[config.mk]
export PLATFORM = sky130hd
export DESIGN_NAME = hubcfg_reg
export DESIGN_NICKNAME = d
export VERILOG_FILES = /design/src/rtl/hubcfg_pkg.sv /design/src/rtl/hubcfg_wr_arb.sv /design/src/rtl/hubcfg_store.sv /design/src/rtl/hubcfg_chg_decode.sv /design/src/rtl/hubcfg_reg.sv
export SDC_FILE = /design/constraint.sdc
export NUM_CORES = 1
export LEC_CHECK = 0
export BUFFER_PORTS_ARGS = -buffer_cell sky130_fd_sc_hd__buf_4
export CAP_MARGIN = 5
export CORE_MARGIN = 1.5
export CORE_UTILIZATION = 25
export CTS_CLUSTER_SIZE = 30
export DETAILED_ROUTE_END_ITERATION = 12
export SLEW_MARGIN = 10
export SYNTH_ARGS = -nofsm -noshare
export SYNTH_HDL_FRONTEND = slang
export SYNTH_HIERARCHICAL = 1
export SYNTH_SLANG_ARGS = --single-unit
[constraint.sdc]
create_clock -name clk -period 5 [get_ports clk]
set_clock_uncertainty 0.2 [all_clocks]
set_input_delay 0.5 -clock clk [delete_from_list [all_inputs] [get_ports clk]]
set_output_delay 0.5 -clock clk [all_outputs]
set_load 0.03 [all_outputs]
[src/rtl/hubcfg_pkg.sv]
package hubcfg_pkg;

    localparam int REG_W   = 8;
    localparam int MODE_W  = 3;

    localparam int B_CUSTOM = 6;
    localparam int B_POL    = 5;
    localparam int B_HICUR  = 4;
    localparam int B_RSV3   = 3;
    localparam int B_FEAT2  = 2;
    localparam int B_AUTOZ  = 1;

    typedef logic [MODE_W-1:0] chg_t;
    localparam chg_t CHG_OFF = 3'b000;
    localparam chg_t CHG_DCP = 3'b100;
    localparam chg_t CHG_CDP = 3'b010;
    localparam chg_t CHG_DIV = 3'b001;

    typedef struct packed {
        logic custom;
        logic pol;
        logic hicur;
        logic rsv3;
        logic feat2;
        logic autoz;
    } cfg_t;

    typedef struct packed {
        logic             en;
        logic [REG_W-1:0] data;
    } wr_t;

    function automatic chg_t chg_decode(input logic conn, input logic autoz,
                                        input logic hicur);
        chg_t m;
        if (conn)
            m = autoz ? CHG_CDP : CHG_DCP;
        else if (!autoz && hicur)
            m = CHG_DIV;
        else
            m = CHG_DCP;
        return m;
    endfunction

    function automatic logic [REG_W-1:0] cfg_to_byte(input cfg_t c);
        logic [REG_W-1:0] b;
        b           = '0;
        b[B_CUSTOM] = c.custom;
        b[B_POL]    = c.pol;
        b[B_HICUR]  = c.hicur;
        b[B_RSV3]   = c.rsv3;
        b[B_FEAT2]  = c.feat2;
        b[B_AUTOZ]  = c.autoz;
        return b;
    endfunction

endpackage

[src/rtl/hubcfg_wr_arb.sv]
module hubcfg_wr_arb
    import hubcfg_pkg::*;
(
    input  logic             smbus_mode_i,
    input  logic             eep_wr_i,
    input  logic [REG_W-1:0] eep_data_i,
    input  logic             smb_wr_i,
    input  logic [REG_W-1:0] smb_data_i,
    output wr_t              wr_o
);
    always_comb begin
        if (smbus_mode_i) begin
            wr_o.en   = smb_wr_i;
            wr_o.data = smb_data_i;
        end else begin
            wr_o.en   = eep_wr_i;
            wr_o.data = eep_data_i;
        end
    end
endmodule

[src/rtl/hubcfg_store.sv]
module hubcfg_store
    import hubcfg_pkg::*;
(
    input  logic clk,
    input  logic rst,
    input  logic strap_pol_i,
    input  logic otp_hicur_i,
    input  logic otp_autoz_i,
    input  wr_t  wr_i,
    output cfg_t eff_o
);
    cfg_t q;

    always_ff @(posedge clk) begin
        if (rst) begin
            q     <= '0;
            q.pol <= ~strap_pol_i;
        end else if (wr_i.en) begin
            q.custom <= wr_i.data[B_CUSTOM];
            q.pol    <= wr_i.data[B_POL];
            q.rsv3   <= wr_i.data[B_RSV3];
            q.feat2  <= wr_i.data[B_FEAT2];
            if (wr_i.data[B_CUSTOM]) begin
                q.hicur <= wr_i.data[B_HICUR];
                q.autoz <= wr_i.data[B_AUTOZ];
            end
        end
    end

    always_comb begin
        eff_o = q;
        if (!q.custom) begin
            eff_o.hicur = otp_hicur_i;
            eff_o.autoz = otp_autoz_i;
        end
    end
endmodule

[src/rtl/hubcfg_chg_decode.sv]
module hubcfg_chg_decode
    import hubcfg_pkg::*;
#(
    parameter int NPORTS = 4
) (
    input  cfg_t                     eff_i,
    input  logic                     us_conn_i,
    input  logic [NPORTS-1:0]        port_bc_en_i,
    output logic [MODE_W*NPORTS-1:0] chg_mode_o
);
    chg_t common;
    assign common = chg_decode(us_conn_i, eff_i.autoz, eff_i.hicur);

    for (genvar p = 0; p < NPORTS; p++) begin : g_port
        assign chg_mode_o[MODE_W*p +: MODE_W] = port_bc_en_i[p] ? common : CHG_OFF;
    end
endmodule

[src/rtl/hubcfg_reg.sv]
module hubcfg_reg
    import hubcfg_pkg::*;
#(
    parameter int NPORTS = 4
) (
    input  logic                     clk,
    input  logic                     rst,
    input  logic                     strap_pol_i,
    input  logic                     otp_hicur_i,
    input  logic                     otp_autoz_i,
    input  logic                     smbus_mode_i,
    input  logic                     eep_wr_i,
    input  logic [REG_W-1:0]         eep_data_i,
    input  logic                     smb_wr_i,
    input  logic [REG_W-1:0]         smb_data_i,
    input  logic                     us_conn_i,
    input  logic [NPORTS-1:0]        port_bc_en_i,
    output logic [REG_W-1:0]         rd_data_o,
    output logic [MODE_W*NPORTS-1:0] chg_mode_o
);
    wr_t  wr;
    cfg_t eff;

    hubcfg_wr_arb u_arb (
        .smbus_mode_i (smbus_mode_i),
        .eep_wr_i     (eep_wr_i),
        .eep_data_i   (eep_data_i),
        .smb_wr_i     (smb_wr_i),
        .smb_data_i   (smb_data_i),
        .wr_o         (wr)
    );

    hubcfg_store u_store (
        .clk         (clk),
        .rst         (rst),
        .strap_pol_i (strap_pol_i),
        .otp_hicur_i (otp_hicur_i),
        .otp_autoz_i (otp_autoz_i),
        .wr_i        (wr),
        .eff_o       (eff)
    );

    hubcfg_chg_decode #(.NPORTS(NPORTS)) u_dec (
        .eff_i        (eff),
        .us_conn_i    (us_conn_i),
        .port_bc_en_i (port_bc_en_i),
        .chg_mode_o   (chg_mode_o)
    );

    assign rd_data_o = cfg_to_byte(eff);
endmodule

After elaboration in Yosys (flattened, before gate mapping)
Cells that the tools add are included.
W data, S select, Z words.
Word-level totals
  register bits after elaboration: 6
  word-level logic and storage cells: 25
  input bits: 29
Cells by class
  bitwise gates (word level): 1
  reduce and logical (&&, ||, !) cells: 4
  muxes and demuxes: 14
Operators by type and width (number)
  $mux W3: 7
  $mux W5: 2
  $mux W9: 1
  $mux W1: 4
  $reduce_and A2 Y1: 1
  $reduce_bool A2 Y1: 1
  $logic_and A1 B1 Y1: 1
  $logic_not A1 Y1: 1
  $not A1 Y1: 1

Logic depth before layout (Yosys ltp)
  depth after elaboration: 6
  depth in mapped cells: 5

Cells and area by module
Netlist, hierarchy kept.
Modules (own cells, without submodules)
  hubcfg_store: area each 307.8 sq um, instances 1, cells an instance 29
  hubcfg_wr_arb: area each 146.4 sq um, instances 1, cells an instance 10
  hubcfg_chg_decode: area each 102.6 sq um, instances 1, cells an instance 15
  hubcfg_reg: area each 18.8 sq um, instances 1, cells an instance 3

Least setup slack after synthesis
Ideal clock, no wire load.
  path type: input to output
  start point: input port otp_autoz_i
  end point: output port chg_mode_o[11]
  path slack: 2.761 ns
  stages: 3
  required time: 4.300 ns
  arrival time: 1.539 ns
  buffers on the path: 0
  path through: mux2_2 -> or3b_4 -> and3_1
Between the ends
  longest elaborated chain between the ends: 6
  elaborated cells on any way between the ends: 7
  classes of those cells: mux: 5; reduce/logical: 2
Ends and longest elaborated chain
  from (decl): RTL line hubcfg_reg.sv:10  | input logic otp_autoz_i,
  $mux W1 *: RTL line hubcfg_store.sv:32  | if (!q.custom) begin
  $logic_not A1 Y1: RTL line hubcfg_pkg.sv:38  | else if (!autoz && hicur)
  $logic_and A1 B1 Y1: RTL line hubcfg_pkg.sv:38
  $mux W3: RTL line hubcfg_pkg.sv:38
  $mux W3 *: RTL line hubcfg_pkg.sv:36  | if (conn)
  $mux W3 *: RTL line hubcfg_chg_decode.sv:15  | assign chg_mode_o[MODE_W*p +: MODE_W] = port_bc_en_i[p] ? common : CHG_OFF;
  to (decl): RTL line hubcfg_reg.sv:19  | output logic [MODE_W*NPORTS-1:0] chg_mode_o
Mark *: on every way between the ends. The rest lies on a longest branch, timed or not.

Worst setup path in the final report
  start point: register u_store.q (netlist bit u_store/eff_o[5])
  end point: output port chg_mode_o[5]
Between the ends
  longest elaborated chain between the ends: 6
  elaborated cells on any way between the ends: 8
  classes of those cells: mux: 6; reduce/logical: 2
Ends and longest elaborated chain
  from (decl): RTL line hubcfg_store.sv:12  | cfg_t q;
  $mux W1: RTL line hubcfg_store.sv:32
  $logic_not A1 Y1: RTL line hubcfg_pkg.sv:38
  $logic_and A1 B1 Y1: RTL line hubcfg_pkg.sv:38
  $mux W3: RTL line hubcfg_pkg.sv:38
  $mux W3 *: RTL line hubcfg_pkg.sv:36
  $mux W3 *: RTL line hubcfg_chg_decode.sv:15
Marks and branches as above.

==> results.sh <==
export IMPL_status="finished, final reports clean"
export IMPL_critical_path_class="flop to output pin"
export IMPL_cts_hold_buf=0
export IMPL_initial_core_util_pct=27.2
export IMPL_grt_pass1_vias=513
export IMPL_die_w_um=49.7
export IMPL_insertion_delay_ns=0.24
export IMPL_diodes=0
export IMPL_cts_sinks=6
export IMPL_cp_start_kind="flop"
export IMPL_wl_mm=1.27
export IMPL_grt_overflow_total=0
export IMPL_post_cts_setup_buffer_count=0
export IMPL_critPathArrivalTime_ns=1.79
export IMPL_io_pins=49
export IMPL_htreeDepth=1
export IMPL_gr_usage_all_layers_pct=10.8
export IMPL_crit_start="u_store/eff_o[5]$_SDFFE_PP0P_"
export IMPL_grt_pass1_wl_mm=2.06
export IMPL_drt_iter0_markers=6
export IMPL_r2r_end="u_store/q[0]$_SDFFE_PP0P_"
export IMPL_holdCritPathClass="primary input to flop"
export IMPL_rows=16
export IMPL_grt_max_degree=10
export IMPL_vias=524
export IMPL_dpl_cell_area_um2=826
export IMPL_clk_pin_slew_worst_paths_ns=0.05
export IMPL_crit_fanout=8
export IMPL_timing_rr_start="u_store/q[0]$_SDFFE_PP0P_"
export IMPL_core_area_um2=2000
export IMPL_cap_viol_max_count=0
export IMPL_final_common_cell="buf_4"
export IMPL_area_growth_pct=56.2
export IMPL_yosys_warnings=6
export IMPL_layout_drive_gt1_share_pct=65.6
export IMPL_period_share_pct=49.8
export IMPL_hold_viol_final=0
export IMPL_place_congestion=0.664
export IMPL_rsz0062_at_grt="false"
export IMPL_p_leak_nw=0.451
export IMPL_drcViolationCount=0
export IMPL_firstDrtPassIters=4
export IMPL_post_cts_resized=0
export IMPL_cp_required_ns=4.30
export IMPL_pwr_share_clk_pct=26.3
export IMPL_fmax_mhz=402
export IMPL_cts_root_buf="clkbuf_4"
export IMPL_vias_per_cell=4.37
export IMPL_mostFrequentLayoutCells="42 x buf_4, 7 x mux2_4, 5 x dfxtp_1"
export IMPL_numCtsBuffers=3
export IMPL_reg2regPathDepth=2
export IMPL_netlist_instances=55
export IMPL_p_sw_share_pct=33.4
export IMPL_final_nets=123
export IMPL_avgSynthCellArea_um2=9.92
export IMPL_p_comb_share_pct=43.9
export IMPL_cell_internal_pwr_mw=0.124
export IMPL_cts_tree="yes"
export IMPL_ant_nets=0
export IMPL_power_density_nw_per_um2=219
export IMPL_finalSetupViolCount=0
export IMPL_drv_slew=0
export IMPL_cp_end_kind="output pin"
export IMPL_crit_path_end="chg_mode_o[5]"
export IMPL_ff2ff_setup_slack_ns=4.08
export IMPL_switchingPower_mw=0.0623
export IMPL_post_drt_wl_per_cell_um=10.6
export IMPL_io_buffers=42
export IMPL_antenna_found_initial=0
export IMPL_final_area_um2=852
export IMPL_dieArea_um2=2470
export IMPL_synth_area_um2=546
export IMPL_peakVddDrop_uv=120
export IMPL_finalSetupTns_ns=0
export IMPL_fin_crit_ns=2.49
export IMPL_die_h_um=49.7
export IMPL_cts_path_max_buffers=2
export IMPL_seqPwrFrac_pct=29.8
## critical path, stage by stage, from the launching register on
cell	delay (ns)
dfxtp_1	0.39
mux2_2	0.42
or3b_4	0.40
and3_1	0.18
buf_4	0.16
## state kept, by name, indices dropped and copies added (netlist names)
register / flops
u_store/eff_o: 4
u_store/q: 2
## power by group through the flow
stage               registers [mW]  logic, mW  clock network, mW
global route                0.0562     0.0873             0.0525
global placement            0.0564     0.0819                  0
finish                      0.0556     0.0818             0.0491
CTS                         0.0557     0.0823             0.0508
floorplan                   0.0558     0.0568                  0
detailed placement          0.0566     0.0823                  0
## per-layer routing
layer,share of wire [%],track usage [%],up-vias
met5,0,0,-
met4,0.94,4.17,0
met3,4.2,3.03,2
met2,54,18.4,12
met1,41,12.6,251
li1,-,-,259
## worst min path at each step
stage	end	depth (start not counted)	slack, ns	from
6_report	u_store/q[0]$_SDFFE_PP0P_	2	0.27	rst
5_1_grt	u_store/q[0]$_SDFFE_PP0P_	2	0.28	rst
4_1_cts	u_store/q[0]$_SDFFE_PP0P_	2	0.26	rst
3_5_place_dp	u_store/eff_o[2]$_SDFFE_PP0P_	2	0.30	u_store/eff_o[2]$_SDFFE_PP0P_
3_3_place_gp	u_store/eff_o[2]$_SDFFE_PP0P_	2	0.28	u_store/eff_o[2]$_SDFFE_PP0P_
2_1_floorplan	u_store/eff_o[1]$_SDFFE_PP0P_	2	0.26	u_store/eff_o[1]$_SDFFE_PP0P_
## area by class of cell
class	instances	area, um2
timing repair buffer	42	315
sequential	6	130
fill	217	1150
multi-input combinational	41	347
clock buffer	4	26.3
tap	27	33.8
## through the flow
step,cells,utilization [%],hold WS [ns],total power [mW],worst slack [ns]
floorplan,56,-,0.262,0.113,2.76
global placement,116,41.3,0.279,0.138,2.65
detailed placement,116,41.3,0.303,0.139,2.65
CTS,120,42.6,0.263,0.189,2.50
global route,120,42.6,0.276,0.196,2.44
finish,120,42.6,0.268,0.186,2.51
(Power assumes the default switching activity.)
